## config.mk

```make
export PLATFORM = sky130hd
export DESIGN_NAME = fpps_gen
export DESIGN_NICKNAME = d
export VERILOG_FILES = /design/src/rtl/fpps_pkg.sv /design/src/rtl/fpps_cmp.sv /design/src/rtl/fpps_regs.sv /design/src/rtl/fpps_train.sv /design/src/rtl/fpps_gen.sv
export SDC_FILE = /design/constraint.sdc
export NUM_CORES = 1
export LEC_CHECK = 0
export BUFFER_PORTS_ARGS = -buffer_cell sky130_fd_sc_hd__buf_4
export CORE_MARGIN = 4
export CORE_UTILIZATION = 45
export CTS_CLUSTER_DIAMETER = 100
export CTS_CLUSTER_SIZE = 40
export DETAILED_ROUTE_END_ITERATION = 8
export GPL_TIMING_DRIVEN = 0
export PLACE_DENSITY = 0.6
export SLEW_MARGIN = 25
export SYNTH_ARGS = -nofsm -noshare
export SYNTH_HDL_FRONTEND = slang
export SYNTH_SLANG_ARGS = --single-unit
```

## constraint.sdc

```tcl
create_clock -name clk -period 3 [get_ports clk]
set_input_delay 0.45 -clock clk [delete_from_list [all_inputs] [get_ports clk]]
set_output_delay 0.45 -clock clk [all_outputs]
set_load 0.01 [all_outputs]
```

## src/rtl/fpps_pkg.sv

```systemverilog
// Shared constants and types for the pulse-per-second generator.
// Assumes the register address field is at least 3 bits wide.
package fpps_pkg;
    typedef enum logic [1:0] {ST_IDLE, ST_ARMED, ST_RUN} run_state_e;

    localparam logic [3:0] CMD_START       = 4'h2;
    localparam logic [3:0] CMD_STOP        = 4'h5;
    localparam logic [1:0] MODE_PULSE_ONLY = 2'h2;

    localparam logic [2:0] A_CTRL = 3'd0;
    localparam logic [2:0] A_TSEC = 3'd1;
    localparam logic [2:0] A_TSUB = 3'd2;
    localparam logic [2:0] A_INTV = 3'd3;
    localparam logic [2:0] A_WID  = 3'd4;
endpackage

```

## src/rtl/fpps_cmp.sv

```systemverilog
// Target-time comparator: flags when the system time is at or past the target.
// Assumes both times use the same sub-second unit (decimal or binary rollover).
module fpps_cmp #(
    parameter int SEC_W = 32,
    parameter int SUB_W = 31
) (
    input  logic [SEC_W-1:0] sec_i,
    input  logic [SUB_W-1:0] sub_i,
    input  logic [SEC_W-1:0] tsec_i,
    input  logic [SUB_W-1:0] tsub_i,
    output logic             reached_o
);
    // Seconds decide first; sub-seconds only break a tie on seconds.
    always_comb begin
        if (sec_i != tsec_i) reached_o = (sec_i > tsec_i);
        else                 reached_o = (sub_i >= tsub_i);
    end
endmodule

```

## src/rtl/fpps_regs.sv

```systemverilog
// Register file: target time, interval, width, the busy flag and command decode.
// Assumes DATA_W covers SEC_W, SUB_W, CNT_W and the 10-bit control field.
module fpps_regs
    import fpps_pkg::*;
#(
    parameter int SEC_W       = 32,
    parameter int SUB_W       = 31,
    parameter int CNT_W       = 32,
    parameter int ADDR_W      = 3,
    parameter int DATA_W      = 32,
    parameter int SUB_DEC_MAX = 999_999_999
) (
    input  logic              clk,
    input  logic              rst_n,
    input  logic              wr_en_i,
    input  logic [ADDR_W-1:0] wr_addr_i,
    input  logic [DATA_W-1:0] wr_data_i,
    input  logic              dec_i,
    input  logic              train_idle_i,
    input  logic              reached_i,
    output logic [SEC_W-1:0]  tsec_o,
    output logic [SUB_W-1:0]  tsub_o,
    output logic [CNT_W-1:0]  intv_o,
    output logic [CNT_W-1:0]  wid_o,
    output logic              busy_o,
    output logic              start_req_o,
    output logic              stop_req_o
);
    localparam logic [SUB_W-1:0] SUB_LIMIT = SUB_W'(SUB_DEC_MAX);

    logic [SEC_W-1:0] tsec_q;
    logic [SUB_W-1:0] tsub_q;
    logic [CNT_W-1:0] intv_q, wid_q;
    logic             busy_q;
    logic             sel_ctrl, sel_tsec, sel_tsub, sel_intv, sel_wid;
    logic             tsub_ok, cnt_ok;
    logic [3:0]       cmd_f;
    logic [1:0]       mode_f;

    // Address decode and write qualification.
    always_comb begin
        sel_ctrl = wr_en_i && (wr_addr_i == ADDR_W'(A_CTRL));
        sel_tsec = wr_en_i && (wr_addr_i == ADDR_W'(A_TSEC));
        sel_tsub = wr_en_i && (wr_addr_i == ADDR_W'(A_TSUB));
        sel_intv = wr_en_i && (wr_addr_i == ADDR_W'(A_INTV));
        sel_wid  = wr_en_i && (wr_addr_i == ADDR_W'(A_WID));
        tsub_ok  = !(dec_i && (wr_data_i[SUB_W-1:0] > SUB_LIMIT));
        cnt_ok   = !busy_o && train_idle_i && (wr_data_i[CNT_W-1:0] != '0);
        cmd_f    = wr_data_i[3:0];
        mode_f   = wr_data_i[9:8];
    end

    // Command strobes for the train controller.
    always_comb begin
        start_req_o = sel_ctrl && (cmd_f == CMD_START) && (mode_f == MODE_PULSE_ONLY);
        stop_req_o  = sel_ctrl && (cmd_f == CMD_STOP);
    end

    // Target time registers, locked while a target is pending.
    always_ff @(posedge clk) begin
        if (!rst_n) begin
            tsec_q <= '0;
            tsub_q <= '0;
        end else begin
            if (sel_tsec && !busy_q)            tsec_q <= wr_data_i[SEC_W-1:0];
            if (sel_tsub && !busy_q && tsub_ok) tsub_q <= wr_data_i[SUB_W-1:0];
        end
    end

    // Interval and width registers, refusing zero and in-flight changes.
    always_ff @(posedge clk) begin
        if (!rst_n) begin
            intv_q <= '0;
            wid_q  <= '0;
        end else begin
            if (sel_intv && cnt_ok) intv_q <= wr_data_i[CNT_W-1:0];
            if (sel_wid  && cnt_ok) wid_q  <= wr_data_i[CNT_W-1:0];
        end
    end

    // Busy flag: set by an accepted target write, cleared once the target is reached.
    always_ff @(posedge clk) begin
        if (!rst_n)                          busy_q <= 1'b0;
        else if (busy_q && reached_i)        busy_q <= 1'b0;
        else if (sel_tsub && tsub_ok)        busy_q <= 1'b1;
    end

    assign tsec_o = tsec_q;
    assign tsub_o = tsub_q;
    assign intv_o = intv_q;
    assign wid_o  = wid_q;
    assign busy_o = busy_q;


    busy_set_chk: assert property (@(posedge clk) disable iff (!rst_n)
        (wr_en_i && wr_addr_i == ADDR_W'(A_TSUB) && !busy_q && !dec_i) |=> busy_q);

    busy_clear_chk: assert property (@(posedge clk) disable iff (!rst_n)
        (busy_q && reached_i) |=> !busy_q);

    busy_lock_chk: assert property (@(posedge clk) disable iff (!rst_n)
        (busy_q && wr_en_i && wr_addr_i == ADDR_W'(A_TSEC)) |=> $stable(tsec_q));

    zero_intv_chk: assert property (@(posedge clk) disable iff (!rst_n)
        (wr_en_i && wr_addr_i == ADDR_W'(A_INTV) && wr_data_i[CNT_W-1:0] == '0) |=> $stable(intv_q));

    dec_range_chk: assert property (@(posedge clk) disable iff (!rst_n)
        (wr_en_i && wr_addr_i == ADDR_W'(A_TSUB) && dec_i && wr_data_i[SUB_W-1:0] > SUB_LIMIT)
        |=> $stable(tsub_q));
endmodule

```

## src/rtl/fpps_train.sv

```systemverilog
// Train controller: arms on start, fires at the target, counts ticks for
// width and interval, and honours stop at the end of the current pulse.
// Assumes interval and width do not change while armed or running.
module fpps_train
    import fpps_pkg::*;
#(
    parameter int CNT_W = 32
) (
    input  logic             clk,
    input  logic             rst_n,
    input  logic             start_req_i,
    input  logic             stop_req_i,
    input  logic             reached_i,
    input  logic             tick_i,
    input  logic [CNT_W-1:0] intv_i,
    input  logic [CNT_W-1:0] wid_i,
    output logic             pps_o,
    output logic             idle_o
);
    run_state_e       state_q, state_n;
    logic [CNT_W-1:0] ph_q, ph_n;
    logic             stop_pend_q, stop_pend_n, stop_eff;

    // Next-state logic for the run state, phase counter and pending stop.
    always_comb begin
        state_n     = state_q;
        ph_n        = ph_q;
        stop_pend_n = 1'b0;
        stop_eff    = stop_pend_q || stop_req_i;
        unique case (state_q)
            ST_IDLE: begin
                if (start_req_i && (wid_i < intv_i)) state_n = ST_ARMED;
            end
            ST_ARMED: begin
                if (stop_req_i) begin
                    state_n = ST_IDLE;
                end else if (reached_i) begin
                    state_n = ST_RUN;
                    ph_n    = '0;
                end
            end
            ST_RUN: begin
                stop_pend_n = stop_eff;
                if (stop_eff && (ph_q > wid_i)) begin
                    state_n     = ST_IDLE;
                    ph_n        = '0;
                    stop_pend_n = 1'b0;
                end else if (tick_i) begin
                    if (stop_eff && (ph_q == wid_i)) begin
                        state_n     = ST_IDLE;
                        ph_n        = '0;
                        stop_pend_n = 1'b0;
                    end else if (ph_q >= intv_i) begin
                        ph_n = '0;
                    end else begin
                        ph_n = ph_q + 1'b1;
                    end
                end
            end
            default: state_n = ST_IDLE;
        endcase
    end

    // State registers.
    always_ff @(posedge clk) begin
        if (!rst_n) begin
            state_q     <= ST_IDLE;
            ph_q        <= '0;
            stop_pend_q <= 1'b0;
        end else begin
            state_q     <= state_n;
            ph_q        <= ph_n;
            stop_pend_q <= stop_pend_n;
        end
    end

    // Output: high during the first width+1 ticks of each period.
    always_comb begin
        pps_o  = (state_q == ST_RUN) && (ph_q <= wid_i);
        idle_o = (state_q == ST_IDLE);
    end


    start_rise_chk: assert property (@(posedge clk) disable iff (!rst_n)
        (state_q == ST_ARMED && reached_i && !stop_req_i) |=> pps_o);

    hold_between_ticks_chk: assert property (@(posedge clk) disable iff (!rst_n)
        (pps_o && !tick_i) |=> pps_o);

    idle_low_chk: assert property (@(posedge clk) disable iff (!rst_n)
        (state_q == ST_IDLE) |=> !pps_o);

    start_guard_chk: assert property (@(posedge clk) disable iff (!rst_n)
        (state_q == ST_IDLE && start_req_i && wid_i >= intv_i) |=> (state_q == ST_IDLE));
endmodule

```

## src/rtl/fpps_gen.sv

```systemverilog
// Top level of the flexible pulse-per-second generator.
// Assumes the time base supplies seconds, sub-seconds and a one-cycle increment tick.
module fpps_gen #(
    parameter int SEC_W       = 32,
    parameter int SUB_W       = 31,
    parameter int CNT_W       = 32,
    parameter int ADDR_W      = 3,
    parameter int DATA_W      = 32,
    parameter int SUB_DEC_MAX = 999_999_999
) (
    input  logic              clk,
    input  logic              rst_n,
    input  logic [SEC_W-1:0]  sys_sec_i,
    input  logic [SUB_W-1:0]  sys_sub_i,
    input  logic              inc_tick_i,
    input  logic              dec_rollover_i,
    input  logic              wr_en_i,
    input  logic [ADDR_W-1:0] wr_addr_i,
    input  logic [DATA_W-1:0] wr_data_i,
    output logic              pps_o,
    output logic              trgt_busy_o
);
    logic [SEC_W-1:0] tsec;
    logic [SUB_W-1:0] tsub;
    logic [CNT_W-1:0] intv, wid;
    logic             reached, start_req, stop_req, train_idle;

    fpps_cmp #(.SEC_W(SEC_W), .SUB_W(SUB_W)) u_cmp (
        .sec_i    (sys_sec_i),
        .sub_i    (sys_sub_i),
        .tsec_i   (tsec),
        .tsub_i   (tsub),
        .reached_o(reached)
    );

    fpps_regs #(
        .SEC_W(SEC_W), .SUB_W(SUB_W), .CNT_W(CNT_W),
        .ADDR_W(ADDR_W), .DATA_W(DATA_W), .SUB_DEC_MAX(SUB_DEC_MAX)
    ) u_regs (
        .clk         (clk),
        .rst_n       (rst_n),
        .wr_en_i     (wr_en_i),
        .wr_addr_i   (wr_addr_i),
        .wr_data_i   (wr_data_i),
        .dec_i       (dec_rollover_i),
        .train_idle_i(train_idle),
        .reached_i   (reached),
        .tsec_o      (tsec),
        .tsub_o      (tsub),
        .intv_o      (intv),
        .wid_o       (wid),
        .busy_o      (trgt_busy_o),
        .start_req_o (start_req),
        .stop_req_o  (stop_req)
    );

    fpps_train #(.CNT_W(CNT_W)) u_train (
        .clk        (clk),
        .rst_n      (rst_n),
        .start_req_i(start_req),
        .stop_req_i (stop_req),
        .reached_i  (reached),
        .tick_i     (inc_tick_i),
        .intv_i     (intv),
        .wid_i      (wid),
        .pps_o      (pps_o),
        .idle_o     (train_idle)
    );
endmodule

```

==> impl_metrics.xml <==
<?xml version="1.0" encoding="UTF-8"?>
<metrics>
  <group name="layout">
    <metric name="count_of_non_filler_cells_in_the_finished_layout" unit="">1739</metric>
    <metric name="ant_diodes" unit="">0</metric>
    <metric name="fin_nets" unit="">1675</metric>
    <metric name="layout-area-overhead-vs-synth" unit="%">23.1</metric>
    <metric name="post_route_cells_drive_above_1_share" unit="">0.187</metric>
  </group>
  <group name="sta">
    <metric name="slew-limit-headroom" unit="">0.399</metric>
    <metric name="fmax" unit="MHz">333</metric>
    <metric name="setup_viol" unit="">1</metric>
    <metric name="finalHoldWorstSlack" unit="ns">0.315</metric>
    <metric name="min_period" unit="ns">3.01</metric>
    <metric name="fin_crit_sh" unit="">1.00</metric>
    <metric name="report.final.hold_viol_count" unit="">0</metric>
    <metric name="fin_setup_tns" unit="ns">-0.00618</metric>
    <metric name="worst_clock_skew" unit="ns">0.0112</metric>
    <metric name="max_slew.worst_pin.slew" unit="ns">0.902</metric>
    <metric name="final_critical_path_setup_slack" unit="ns">-0.00618</metric>
    <metric name="finalMaxSlewViolations" unit="">0</metric>
    <metric name="grt_setup_unrepaired" unit="">yes</metric>
  </group>
  <group name="logic_synthesis">
    <metric name="synth_warnings" unit="">0</metric>
    <metric name="synth.top_cells.by_count" unit="">sky130_fd_sc_hd__dfxtp_1, sky130_fd_sc_hd__ha_1, sky130_fd_sc_hd__inv_1</metric>
    <metric name="synth_top_cell_by_area" unit="">sky130_fd_sc_hd__dfxtp_1</metric>
    <metric name="yosys-top-cells-area" unit="">sky130_fd_sc_hd__dfxtp_1, sky130_fd_sc_hd__ha_1, sky130_fd_sc_hd__mux2i_1</metric>
    <metric name="share_of_the_yosys_chip_area_belonging_to_registers" unit="">0.311</metric>
    <metric name="synth_largest_type_area_fraction" unit="">0.311</metric>
    <metric name="mappedNetlistNets" unit="">1516</metric>
    <metric name="post_synth_num_cell_types" unit="">62</metric>
    <metric name="yosys_register_bits" unit="">163</metric>
    <metric name="synthArstFlopShare" unit="">0</metric>
    <metric name="number_of_enable_flip_flop_cells_after_synthesis" unit="">0</metric>
    <metric name="number_of_cells_produced_by_synthesis" unit="">1254</metric>
    <metric name="synth.avg_cell_area" unit="µm²">8.38</metric>
    <metric name="synth_flop_cell" unit="">sky130_fd_sc_hd__dfxtp_1</metric>
    <metric name="synth_area" unit="µm²">10500</metric>
    <metric name="most_instantiated_library_cell_after_synthesis" unit="">sky130_fd_sc_hd__dfxtp_1</metric>
  </group>
  <group name="placed_design">
    <metric name="placer_s_final_routability_congestion_estimate" unit="">0.869</metric>
    <metric name="preCtsSetupSlack" unit="ns">-0.664</metric>
    <metric name="dpl.cell_count" unit="">1670</metric>
    <metric name="buffer_ports.inserted" unit="">103</metric>
    <metric name="hpwl" unit="mm">23.4</metric>
  </group>
  <group name="floorplan">
    <metric name="design.die.area" unit="µm²">25900</metric>
    <metric name="pin_count" unit="">105</metric>
    <metric name="fp.coreArea" unit="µm²">22800</metric>
    <metric name="die_w" unit="µm">161</metric>
    <metric name="floorplan.rows" unit="">55</metric>
    <metric name="die_height" unit="µm">161</metric>
    <metric name="initial_core_util" unit="">0.461</metric>
  </group>
  <group name="power">
    <metric name="ir_worst_vdd" unit="mV">0.339</metric>
    <metric name="total_leakage_power" unit="µW">0.00559</metric>
    <metric name="overall_power" unit="µW">5080</metric>
    <metric name="power_density_over_the_cells" unit="nW/µm²">393</metric>
  </group>
  <group name="clock_network">
    <metric name="numCtsBuffers" unit="">17</metric>
    <metric name="clkTransAtPathRegs" unit="ns">0.07</metric>
    <metric name="cts.path.max_buffers" unit="">2</metric>
    <metric name="cts_num_sinks" unit="">163</metric>
    <metric name="h-tree-depth" unit="">4</metric>
    <metric name="insertion_delay" unit="ns">0.43</metric>
    <metric name="cts_hold_buffers" unit="">0</metric>
    <metric name="tritoncts" unit="">built</metric>
    <metric name="ctsRootBufferMaster" unit="">sky130_fd_sc_hd__clkbuf_16</metric>
  </group>
  <group name="status">
    <metric name="outcome" unit="">finished with violations</metric>
    <metric name="failed_checks" unit="">negative setup slack</metric>
  </group>
  <group name="drt">
    <metric name="firstDrtPassIters" unit="">5</metric>
    <metric name="ant_nets" unit="">0</metric>
    <metric name="drt-initial-drc-count" unit="">838</metric>
    <metric name="wirelength" unit="mm">31.0</metric>
    <metric name="residual_drc_count" unit="">0</metric>
    <metric name="route.detailed.vias_per_inst" unit="">5.45</metric>
    <metric name="wire_per_inst" unit="µm">17.8</metric>
    <metric name="total_via_count_in_the_routed_design" unit="">9477</metric>
  </group>
  <group name="job">
    <metric name="drv_cap" unit="">0</metric>
  </group>
  <group name="grt">
    <metric name="grt_overflow" unit="">0</metric>
    <metric name="grt_first_pass_wirelength" unit="mm">48.7</metric>
    <metric name="gr-usage-all-layers" unit="">0.234</metric>
    <metric name="maximum_number_of_pins_on_one_net_before_global_route_repair" unit="">17</metric>
    <metric name="first_global_vias" unit="">9120</metric>
    <metric name="antenna_found_initial" unit="">0</metric>
  </group>
  <group name="critical_path">
    <metric name="crit_family" unit="">compound AO/OA/AOI/OAI gates</metric>
    <metric name="critPathMaxStageDelay" unit="ns">0.37</metric>
    <metric name="arrival_time_at_the_worst_endpoint" unit="ns">2.56</metric>
    <metric name="crit_type" unit="">reg -&gt; out</metric>
    <metric name="critical_path.n_buffers_inverters" unit="">2</metric>
    <metric name="cp_max_fo" unit="">2</metric>
    <metric name="cp_data_required_time" unit="ns">2.55</metric>
    <metric name="crit_chain" unit="">inv_1 -&gt; ha_1 -&gt; nand2_2 -&gt; o21ai_2 -&gt; a221o_1 -&gt; o31a_1 -&gt; or3_4 -&gt; a21boi_4 -&gt; buf_6</metric>
    <metric name="cp-end-kind" unit="">output pin</metric>
    <metric name="startpoint_type" unit="">flop</metric>
    <metric name="worst_path_max_delay_cell" unit="">sky130_fd_sc_hd__or3_4</metric>
  </group>
  <group name="worst_hold_path">
    <metric name="min-delay-path-class" unit="">in -&gt; reg</metric>
  </group>
</metrics>
==> cells in the final DEF (no fill, tap or decap), drive strengths merged, types with 3 or more instances in the layout <==
master and instances:
a2111oi 3, a211o 4, a211oi 6, a21o 20, a21oi 91, a221oi 3
a22o 4, a22oi 5, a32o 22, and2 5, and3 10, and4 10
buf 157, clkbuf 51, clkinv 4, dfxtp 163, ha 159, inv 141
mux2i 95, nand2 120, nand2b 7, nand3 40, nand4 29, nor2 127
nor2b 6, nor3 21, nor3b 15, nor4 20, o211ai 7, o21ai 20
o221ai 3, o22ai 21, o32ai 3, or3 4
==> power by group <==
part	total, µW	leakage, µW	switching [µW]	internal (µW)
logic	699	0.00398	392	306
clock network	2170	0.000277	1000	1170
registers	2210	0.00134	22.2	2190
==> layout make-up <==
| type | instances | area, µm² |
|---|---|---|
| fillers | 2154 | 9840 |
| inverters | 134 | 503 |
| repair buffers | 140 | 1070 |
| clock buffers | 18 | 429 |
| plain buffers | 50 | 256 |
| clock inverters | 14 | 141 |
| flip-flops and latches | 163 | 3330 |
| multi-input cells | 907 | 6820 |
| well taps | 313 | 392 |
==> per-stage QoR <==
| stage | util | area (µm²) |
|---|---|---|
| CTS | 0.556 | 12700 |
| floorplan | - | 10500 |
| finish | 0.568 | 12900 |
| global route | 0.568 | 12900 |
| global placement | 0.512 | 11700 |
| detailed placement | 0.512 | 11700 |
==> path summary, 6_finish.rpt <==
path / cells past startpoint / slack, ns / from / end
worst max-delay path: 9 / -0.006 / u_regs.wid_o[6] / pps_o
worst max register to register: 12 / 0.03 / u_regs.wid_o[6] / u_train.ph_q[12]
worst min-delay path: 3 / 0.32 / wr_data_i[12] / u_regs.tsec_o[12]
worst min register to register: 2 / 0.45 / u_regs.tsec_o[23] / u_regs.tsec_o[23]
==> logic make-up (layout without fill, tap and decap cells) <==
logic type	count (synthesis)	count (layout)	share of synthesized area
simple gates	420	420	0.190
compound gates	233	233	0.150
buf+inv	184	356	0.0694
flops	163	163	0.311
fa+ha+maj	159	159	0.189
mux	95	95	0.0905
==> layer usage <==
layer | track usage | vias up | share of wire
li1 | - | 4805 | -
met4 | 0.0663 | 0 | 0.023
met5 | 0 | - | 0
met2 | 0.389 | 271 | 0.47
met3 | 0.0393 | 45 | 0.047
met1 | 0.314 | 4356 | 0.46
==> flip-flops by register name (all words and copies together), names as in the netlist <==
register,flops
u_regs.wid_o,32
u_regs.busy_o,1
u_regs.tsub_o,31
u_train.ph_q,32
u_regs.tsec_o,32
u_train.state_q,2
u_regs.intv_o,32
u_train.stop_pend_q,1
==> worst reg2reg max path, cell delays in order, from the launching register on <==
cell	delay (ns)
sky130_fd_sc_hd__dfxtp_2	0.34
sky130_fd_sc_hd__inv_1	0.04
sky130_fd_sc_hd__ha_1	0.27
sky130_fd_sc_hd__nand2_2	0.12
sky130_fd_sc_hd__o21ai_2	0.08
sky130_fd_sc_hd__a221o_1	0.29
sky130_fd_sc_hd__o31a_1	0.29
sky130_fd_sc_hd__or3_4	0.37
sky130_fd_sc_hd__buf_4	0.17
sky130_fd_sc_hd__a32oi_4	0.34
sky130_fd_sc_hd__a21oi_4	0.15
sky130_fd_sc_hd__buf_6	0.16
sky130_fd_sc_hd__a32o_2	0.23
==> timing repair <==
action / CTS / global route
buffers inserted: 20 / 12
gates cloned: 0 / 5
resized for setup: 74 / 50
endpoints found under the setup margin: 33 / 30
pin swaps: 22 / 19
endpoints found under the hold margin: 0 / 0
Power figures use the tool's default switching activity.
